File: src/rtl/bcs_pkg.sv
`timescale 1ns/1ps
package bcs_pkg;
  typedef enum logic {
    LINK_RX = 1'b0,
    LINK_TX = 1'b1
  } link_e;
endpackage

File: src/rtl/bcs_prescaler.sv
`timescale 1ns/1ps
// Reference prescaler: one tick every K cycles, K of zero treated as one.
module bcs_prescaler #(
  parameter int K_W = 6
) (
  input  logic           clk,
  input  logic           rst,
  input  logic           clr,
  input  logic [K_W-1:0] k_val,
  output logic           tick
);
  logic [K_W-1:0] cnt_q;
  logic [K_W-1:0] k_eff;
  logic [K_W-1:0] k_last;

  always_comb begin
    k_eff  = (k_val == '0) ? {{(K_W-1){1'b0}}, 1'b1} : k_val;
    k_last = k_eff - 1'b1;
  end

  assign tick = (cnt_q >= k_last);

  always_ff @(posedge clk) begin
    if (rst || clr)  cnt_q <= '0;
    else if (tick)   cnt_q <= '0;
    else             cnt_q <= cnt_q + 1'b1;
  end
endmodule

File: src/rtl/bcs_pow2_div.sv
`timescale 1ns/1ps
// Shared binary counter with two power-of-two taps.
module bcs_pow2_div #(
  parameter int SEL_W = 3
) (
  input  logic             clk,
  input  logic             rst,
  input  logic             clr,
  input  logic             tick_in,
  input  logic [SEL_W-1:0] rx_sel,
  input  logic [SEL_W-1:0] tx_sel,
  output logic             rx_tick,
  output logic             tx_lvl
);
  localparam int DIV_W = (1 << SEL_W) - 1;

  logic [DIV_W-1:0] cnt_q;
  logic             all_ones;
  int               tsel;

  always_ff @(posedge clk) begin
    if (rst || clr)    cnt_q <= '0;
    else if (tick_in)  cnt_q <= cnt_q + 1'b1;
  end

  // Receive tick: the low (DIV_W - sel) bits all set on a prescaler tick.
  always_comb begin
    all_ones = 1'b1;
    for (int b = 0; b < DIV_W; b++) begin
      if (b < DIV_W - int'(rx_sel)) all_ones = all_ones & cnt_q[b];
    end
  end

  assign rx_tick = tick_in & all_ones;

  // Transmit level: bit (DIV_W-1 - sel), select clamped to DIV_W-1.
  always_comb begin
    tsel = int'(tx_sel);
    if (tsel > DIV_W - 1) tsel = DIV_W - 1;
    tx_lvl = cnt_q[DIV_W-1-tsel];
  end
endmodule

File: src/rtl/bcs_sync.sv
`timescale 1ns/1ps
// Bit synchronizer: 2**PH_W steps per bit, boundary aimed at step 0,
// sample at the midpoint step.
module bcs_sync #(
  parameter int PH_W = 4
) (
  input  logic clk,
  input  logic rst,
  input  logic run,
  input  logic tick,
  input  logic din,
  output logic bclk,
  output logic dout
);
  localparam logic [PH_W-1:0] MID = PH_W'(1 << (PH_W - 1));

  logic [PH_W-1:0] phase_q;
  logic [PH_W-1:0] phase_nx;
  logic            prev_q;
  logic            trans;

  always_comb begin
    trans = (din != prev_q);
    if (!trans || phase_q == '0)  phase_nx = phase_q + PH_W'(1);
    else if (phase_q < MID)       phase_nx = phase_q;
    else                          phase_nx = phase_q + PH_W'(2);
  end

  always_ff @(posedge clk) begin
    if (rst) begin
      phase_q <= '0;
      prev_q  <= 1'b0;
      bclk    <= 1'b0;
      dout    <= 1'b0;
    end else if (!run) begin
      phase_q <= '0;
      prev_q  <= din;
      bclk    <= 1'b0;
    end else if (tick) begin
      phase_q <= phase_nx;
      prev_q  <= din;
      bclk    <= phase_nx[PH_W-1];
      if (phase_nx == MID) dout <= din;
    end
  end
endmodule

File: src/rtl/bitclk_sync.sv
`timescale 1ns/1ps
module bitclk_sync #(
  parameter int K_W         = 6,
  parameter int SEL_W       = 3,
  parameter int PH_W        = 4,
  parameter int SYNC_STAGES = 2
) (
  input  logic             clk,
  input  logic             rst,
  input  logic [K_W-1:0]   cfg_k,
  input  logic [SEL_W-1:0] cfg_rx_sel,
  input  logic [SEL_W-1:0] cfg_tx_sel,
  input  logic             mode_tx,
  input  logic             sync_en,
  input  logic             rx_raw,
  input  logic             tx_data,
  output logic             bit_clk_o,
  output logic             rx_data_o,
  output logic             tx_bit_o
);
  import bcs_pkg::*;

  localparam int CFG_W = K_W + 2 * SEL_W;

  link_e            mode;
  logic [CFG_W-1:0] cfg_now;
  logic [CFG_W-1:0] cfg_q;
  logic             cfg_chg;
  logic             pre_tick;
  logic             rx_tick;
  logic             tx_lvl;
  logic             rx_s;
  logic             s_bclk;
  logic             s_dout;
  logic [SYNC_STAGES-1:0] rx_sh;

  assign mode    = link_e'(mode_tx);
  assign cfg_now = {cfg_k, cfg_rx_sel, cfg_tx_sel};
  assign cfg_chg = (cfg_now != cfg_q);

  always_ff @(posedge clk) begin
    if (rst) cfg_q <= cfg_now;
    else     cfg_q <= cfg_now;
  end

  generate
    if (SYNC_STAGES == 1) begin : g_sync1
      always_ff @(posedge clk) begin
        if (rst) rx_sh <= '0;
        else     rx_sh <= rx_raw;
      end
    end else begin : g_syncn
      always_ff @(posedge clk) begin
        if (rst) rx_sh <= '0;
        else     rx_sh <= {rx_sh[SYNC_STAGES-2:0], rx_raw};
      end
    end
  endgenerate

  assign rx_s = rx_sh[SYNC_STAGES-1];

  bcs_prescaler #(.K_W(K_W)) u_pre (
    .clk   (clk),
    .rst   (rst),
    .clr   (cfg_chg),
    .k_val (cfg_k),
    .tick  (pre_tick)
  );

  bcs_pow2_div #(.SEL_W(SEL_W)) u_div (
    .clk     (clk),
    .rst     (rst),
    .clr     (cfg_chg),
    .tick_in (pre_tick),
    .rx_sel  (cfg_rx_sel),
    .tx_sel  (cfg_tx_sel),
    .rx_tick (rx_tick),
    .tx_lvl  (tx_lvl)
  );

  bcs_sync #(.PH_W(PH_W)) u_sync (
    .clk  (clk),
    .rst  (rst),
    .run  (sync_en && (mode == LINK_RX)),
    .tick (rx_tick),
    .din  (rx_s),
    .bclk (s_bclk),
    .dout (s_dout)
  );

  always_ff @(posedge clk) begin
    if (rst) begin
      bit_clk_o <= 1'b0;
      rx_data_o <= 1'b0;
      tx_bit_o  <= 1'b0;
    end else if (mode == LINK_TX) begin
      rx_data_o <= rx_s;
      if (sync_en) begin
        bit_clk_o <= tx_lvl;
        if (tx_lvl && !bit_clk_o) tx_bit_o <= tx_data;
      end else begin
        bit_clk_o <= 1'b0;
        tx_bit_o  <= tx_data;
      end
    end else begin
      tx_bit_o  <= tx_data;
      bit_clk_o <= sync_en ? s_bclk : 1'b0;
      rx_data_o <= sync_en ? s_dout : rx_s;
    end
  end
endmodule

File: config.mk
export PLATFORM = sky130hd
export DESIGN_NAME = bitclk_sync
export DESIGN_NICKNAME = d
export VERILOG_FILES = /design/src/rtl/bcs_pkg.sv /design/src/rtl/bcs_prescaler.sv /design/src/rtl/bcs_pow2_div.sv /design/src/rtl/bcs_sync.sv /design/src/rtl/bitclk_sync.sv
export SDC_FILE = /design/constraint.sdc
export NUM_CORES = 1
export LEC_CHECK = 0
export BUFFER_PORTS_ARGS = -buffer_cell sky130_fd_sc_hd__clkbuf_2
export CORE_AREA = 4 4 57 97
export CTS_CLUSTER_SIZE = 25
export DETAILED_ROUTE_END_ITERATION = 12
export DIE_AREA = 0 0 61 101
export PLACE_DENSITY = 0.55
export SKIP_LAST_GASP = 1
export SLEW_MARGIN = 20
export SYNTH_ARGS = -nofsm -noshare
export SYNTH_HDL_FRONTEND = slang
export SYNTH_SLANG_ARGS = --single-unit
File: constraint.sdc
create_clock -name clk -period 5.6 [get_ports clk]
set_input_delay 0.84 -clock clk [delete_from_list [all_inputs] [get_ports clk]]
set_output_delay 0.84 -clock clk [all_outputs]
set_load 0.05 [all_outputs]
==> metrics.cfg <==
[status]
status=finished, final reports clean

[cts]
cts_setup_buffers=0
cts.clk_slew.worst_paths_ns=0.07
cts.sinks=36
clock_path_buffers=2
cts_tree=built
cts_buffers=5
cts_resized=0
root_buffer=clkbuf_8
insertion_delay_ns=0.28
hold_buffers=0
ctsHtreeMaxLevel=2

[final_layout]
areaGrowthSynthToFinish_pct=13.0
drive_gt1_frac=0.133
instances_no_fill=278
fin_util=0.440
nNetsFinal=256
antenna_cells=0

[grt]
grt_max_degree=12
grt_usage=0.135
overflow=0
grt_pass1_vias=1425
antenna_found_initial=0
grt_pass1_wl_um=6270

[routing]
num_vias=1419
post_drt_wl_per_cell_um=13.3
drt_pass1_iterations=4
vias_per_cell=5.10
drc=0
detail_route.wirelength_um=3690
drt_iter0_drc=53
drtAntennaViolNets=0

[critical_path]
path_cells=clkbuf_2 > nor2_1 > nand2_1 > nor2_1 > nor2_1 > ha_1 > nand2_1 > xor2_1 > ha_1 > a21o_1 > a221oi_1 > o21ai_0 > mux2i_1 > nor2_1
reg2regPathDepth=8
r2r-start=u_pre.cnt_q[0]$_SDFF_PP0_
critPathBufInv=1
slowest_delay_ns=0.77
critPathLaunchType=input port
slowest_stage=a221oi_1
worst_ep_required_time_ns=5.77
arrival_ns=3.47
endpoint_kind=register
critPathTopFamily=compound AO/OA/AOI/OAI gates
cp_max_fo=5
reg2reg_to=u_sync.prev_q$_SDFFE_PP0P_
cp_common_cell=nor2_1
reg2reg_setup_slack_ns=3.28
critPathKind=input port to register

[synth]
synth-seq-cells=36
yosys_warnings=0
yosys.area.top_type=dfxtp_1
synth_flop_cell=dfxtp_1
netlist_top_cells_count=dfxtp_1 (36), nor2_1 (29), xnor2_1 (15), xor2_1 (15), ha_1 (13)
synth_top_area_frac=0.393
synth_nets=234
synth_edf_count=0
synthTopCellsByArea=dfxtp_1 (39%), ha_1 (8.9%), xnor2_1 (7.2%), xor2_1 (7.2%), nor2_1 (5.9%)
yosysMostFrequentCell=dfxtp_1
synthCells=203
synth_cell_types=32
yosysSeqAreaShare=0.393
synth_area_um2=1830
async_reset_ff_frac=0
syn_area_per_cell_um2=9.02

[sta]
rsz0062_at_grt=false
max_freq_mhz=303
worst_slew_margin_rel=0.422
hold_viol_final=0
period_share=0.590
min_period_ns=3.30
slew_violations=0
fin_skew_ns=0.00390
setup_violations=0
tightestPinTransition_ns=0.868
fin_tns_setup_ns=0
hold_ws_ns=0.445

[power_and_ir_drop]
p_leak_nw=0.831
ir_drop_v=0.000162
p_per_area_nw_per_um2=240

[die]
io_pins=21
design.core.area_um2=4710
die_area_um2=6160
rows=33
die_x_um=61
fp.dieH_um=101
start_util=0.389

[placed_design]
io_buffers=20
dp_hpwl_um=2960
gp_congestion=0.814
dp_cells=270

[min_path]
min_to=rx_sh[1]$_SDFF_PP0_
min_from=rx_sh[0]$_SDFF_PP0_
holdPathStages=1
hold_class=register to register

[run]
cap_viol_max_count=0

## cell usage in the layout, fill, tap and decap left out, drive strengths merged, types with 2 or more instances in the layout
cell / n
a21oi: 12
dfxtp: 36
nor2b: 5
nand2: 8
o21ai: 11
xor2: 15
xnor2: 15
ha: 13
nor2: 29
nor4: 2
and3: 4
clkbuf: 27
nor3: 3
nor3b: 2
mux2i: 7
or4: 2
nand3: 3
nand4: 7
nand2b: 4
inv: 10
## worst max path at each step
| stage | to | slack, ns | depth (start not counted) | start |
|---|---|---|---|---|
| after floorplan | u_sync.dout$_SDFFE_PP0P_ | 2.43 | 14 | cfg_k[3] |
| after global placement | u_sync.prev_q$_SDFFE_PP0P_ | 1.93 | 14 | cfg_k[3] |
| after detailed placement | u_sync.prev_q$_SDFFE_PP0P_ | 1.96 | 14 | cfg_k[3] |
| after CTS | u_sync.prev_q$_SDFFE_PP0P_ | 2.27 | 14 | cfg_k[3] |
| after global routing | u_sync.prev_q$_SDFFE_PP0P_ | 1.93 | 14 | cfg_k[3] |
| final | u_sync.prev_q$_SDFFE_PP0P_ | 2.30 | 14 | cfg_k[3] |
## state kept, by name, summed over array words and instances (netlist names)
register,count
rx_sh,2
u_sync.phase_q,4
cfg_q,12
u_sync.prev_q,1
u_div.cnt_q,7
u_sync.dout,1
rx_data_o,1
u_pre.cnt_q,6
tx_bit_o,1
bit_clk_o,1
## routing by layer
layer / vias to the layer above / share of wire / track usage
li1: 739 / - / -
met3: 7 / 0.027 / 0.0269
met5: - / 0 / 0
met1: 652 / 0.39 / 0.144
met4: 0 / 0.018 / 0.0601
met2: 21 / 0.56 / 0.245
## kinds of logic (layout without fill, tap and decap cells)
| family | Yosys count | count (layout) | share of synthesized area |
|---|---|---|---|
| xor+xnor | 30 | 30 | 0.143 |
| buf+inv | 15 | 38 | 0.0321 |
| flops | 36 | 36 | 0.393 |
| compound gates | 32 | 32 | 0.104 |
| mux | 8 | 8 | 0.0505 |
| fa+ha+maj | 13 | 13 | 0.0888 |
| simple gates | 69 | 69 | 0.188 |
## report_power, final
part / internal, mW / switching (mW) / leakage, nW / total, mW
combinational: 0.0196 / 0.0240 / 0.492 / 0.0436
sequential: 0.262 / 0.00281 / 0.295 / 0.265
clock: 0.0999 / 0.0887 / 0.0445 / 0.189
total: 0.382 / 0.116 / 0.831 / 0.497
## worst register-to-register path, stage by stage (launching register included)
cell	delay, ns
dfxtp_1	0.37
inv_1	0.06
ha_1	0.28
nor2b_1	0.12
o21ai_0	0.14
a221oi_1	0.76
o21ai_0	0.25
mux2i_1	0.19
nor2_1	0.05
## cell type report
class | instances | area [um^2]
Fill cell | 500 | 2640
Multi-Input combinational cell | 152 | 1050
Sequential cell | 36 | 721
Timing Repair Buffer | 20 | 100
Clock buffer | 7 | 86.3
Tap cell | 52 | 65.1
Inverter | 10 | 37.5
Clock inverter | 1 | 7.51
## through the flow
| step | total power, mW | cell area, um^2 | setup WS [ns] |
|---|---|---|---|
| after floorplan | 0.298 | 1830 | 2.43 |
| after global placement | 0.315 | 1980 | 1.93 |
| after detailed placement | 0.315 | 1980 | 1.96 |
| after CTS | 0.508 | 2070 | 2.27 |
| after global routing | 0.524 | 2070 | 1.93 |
| final | 0.497 | 2070 | 2.30 |
(Power assumes the default switching activity.)
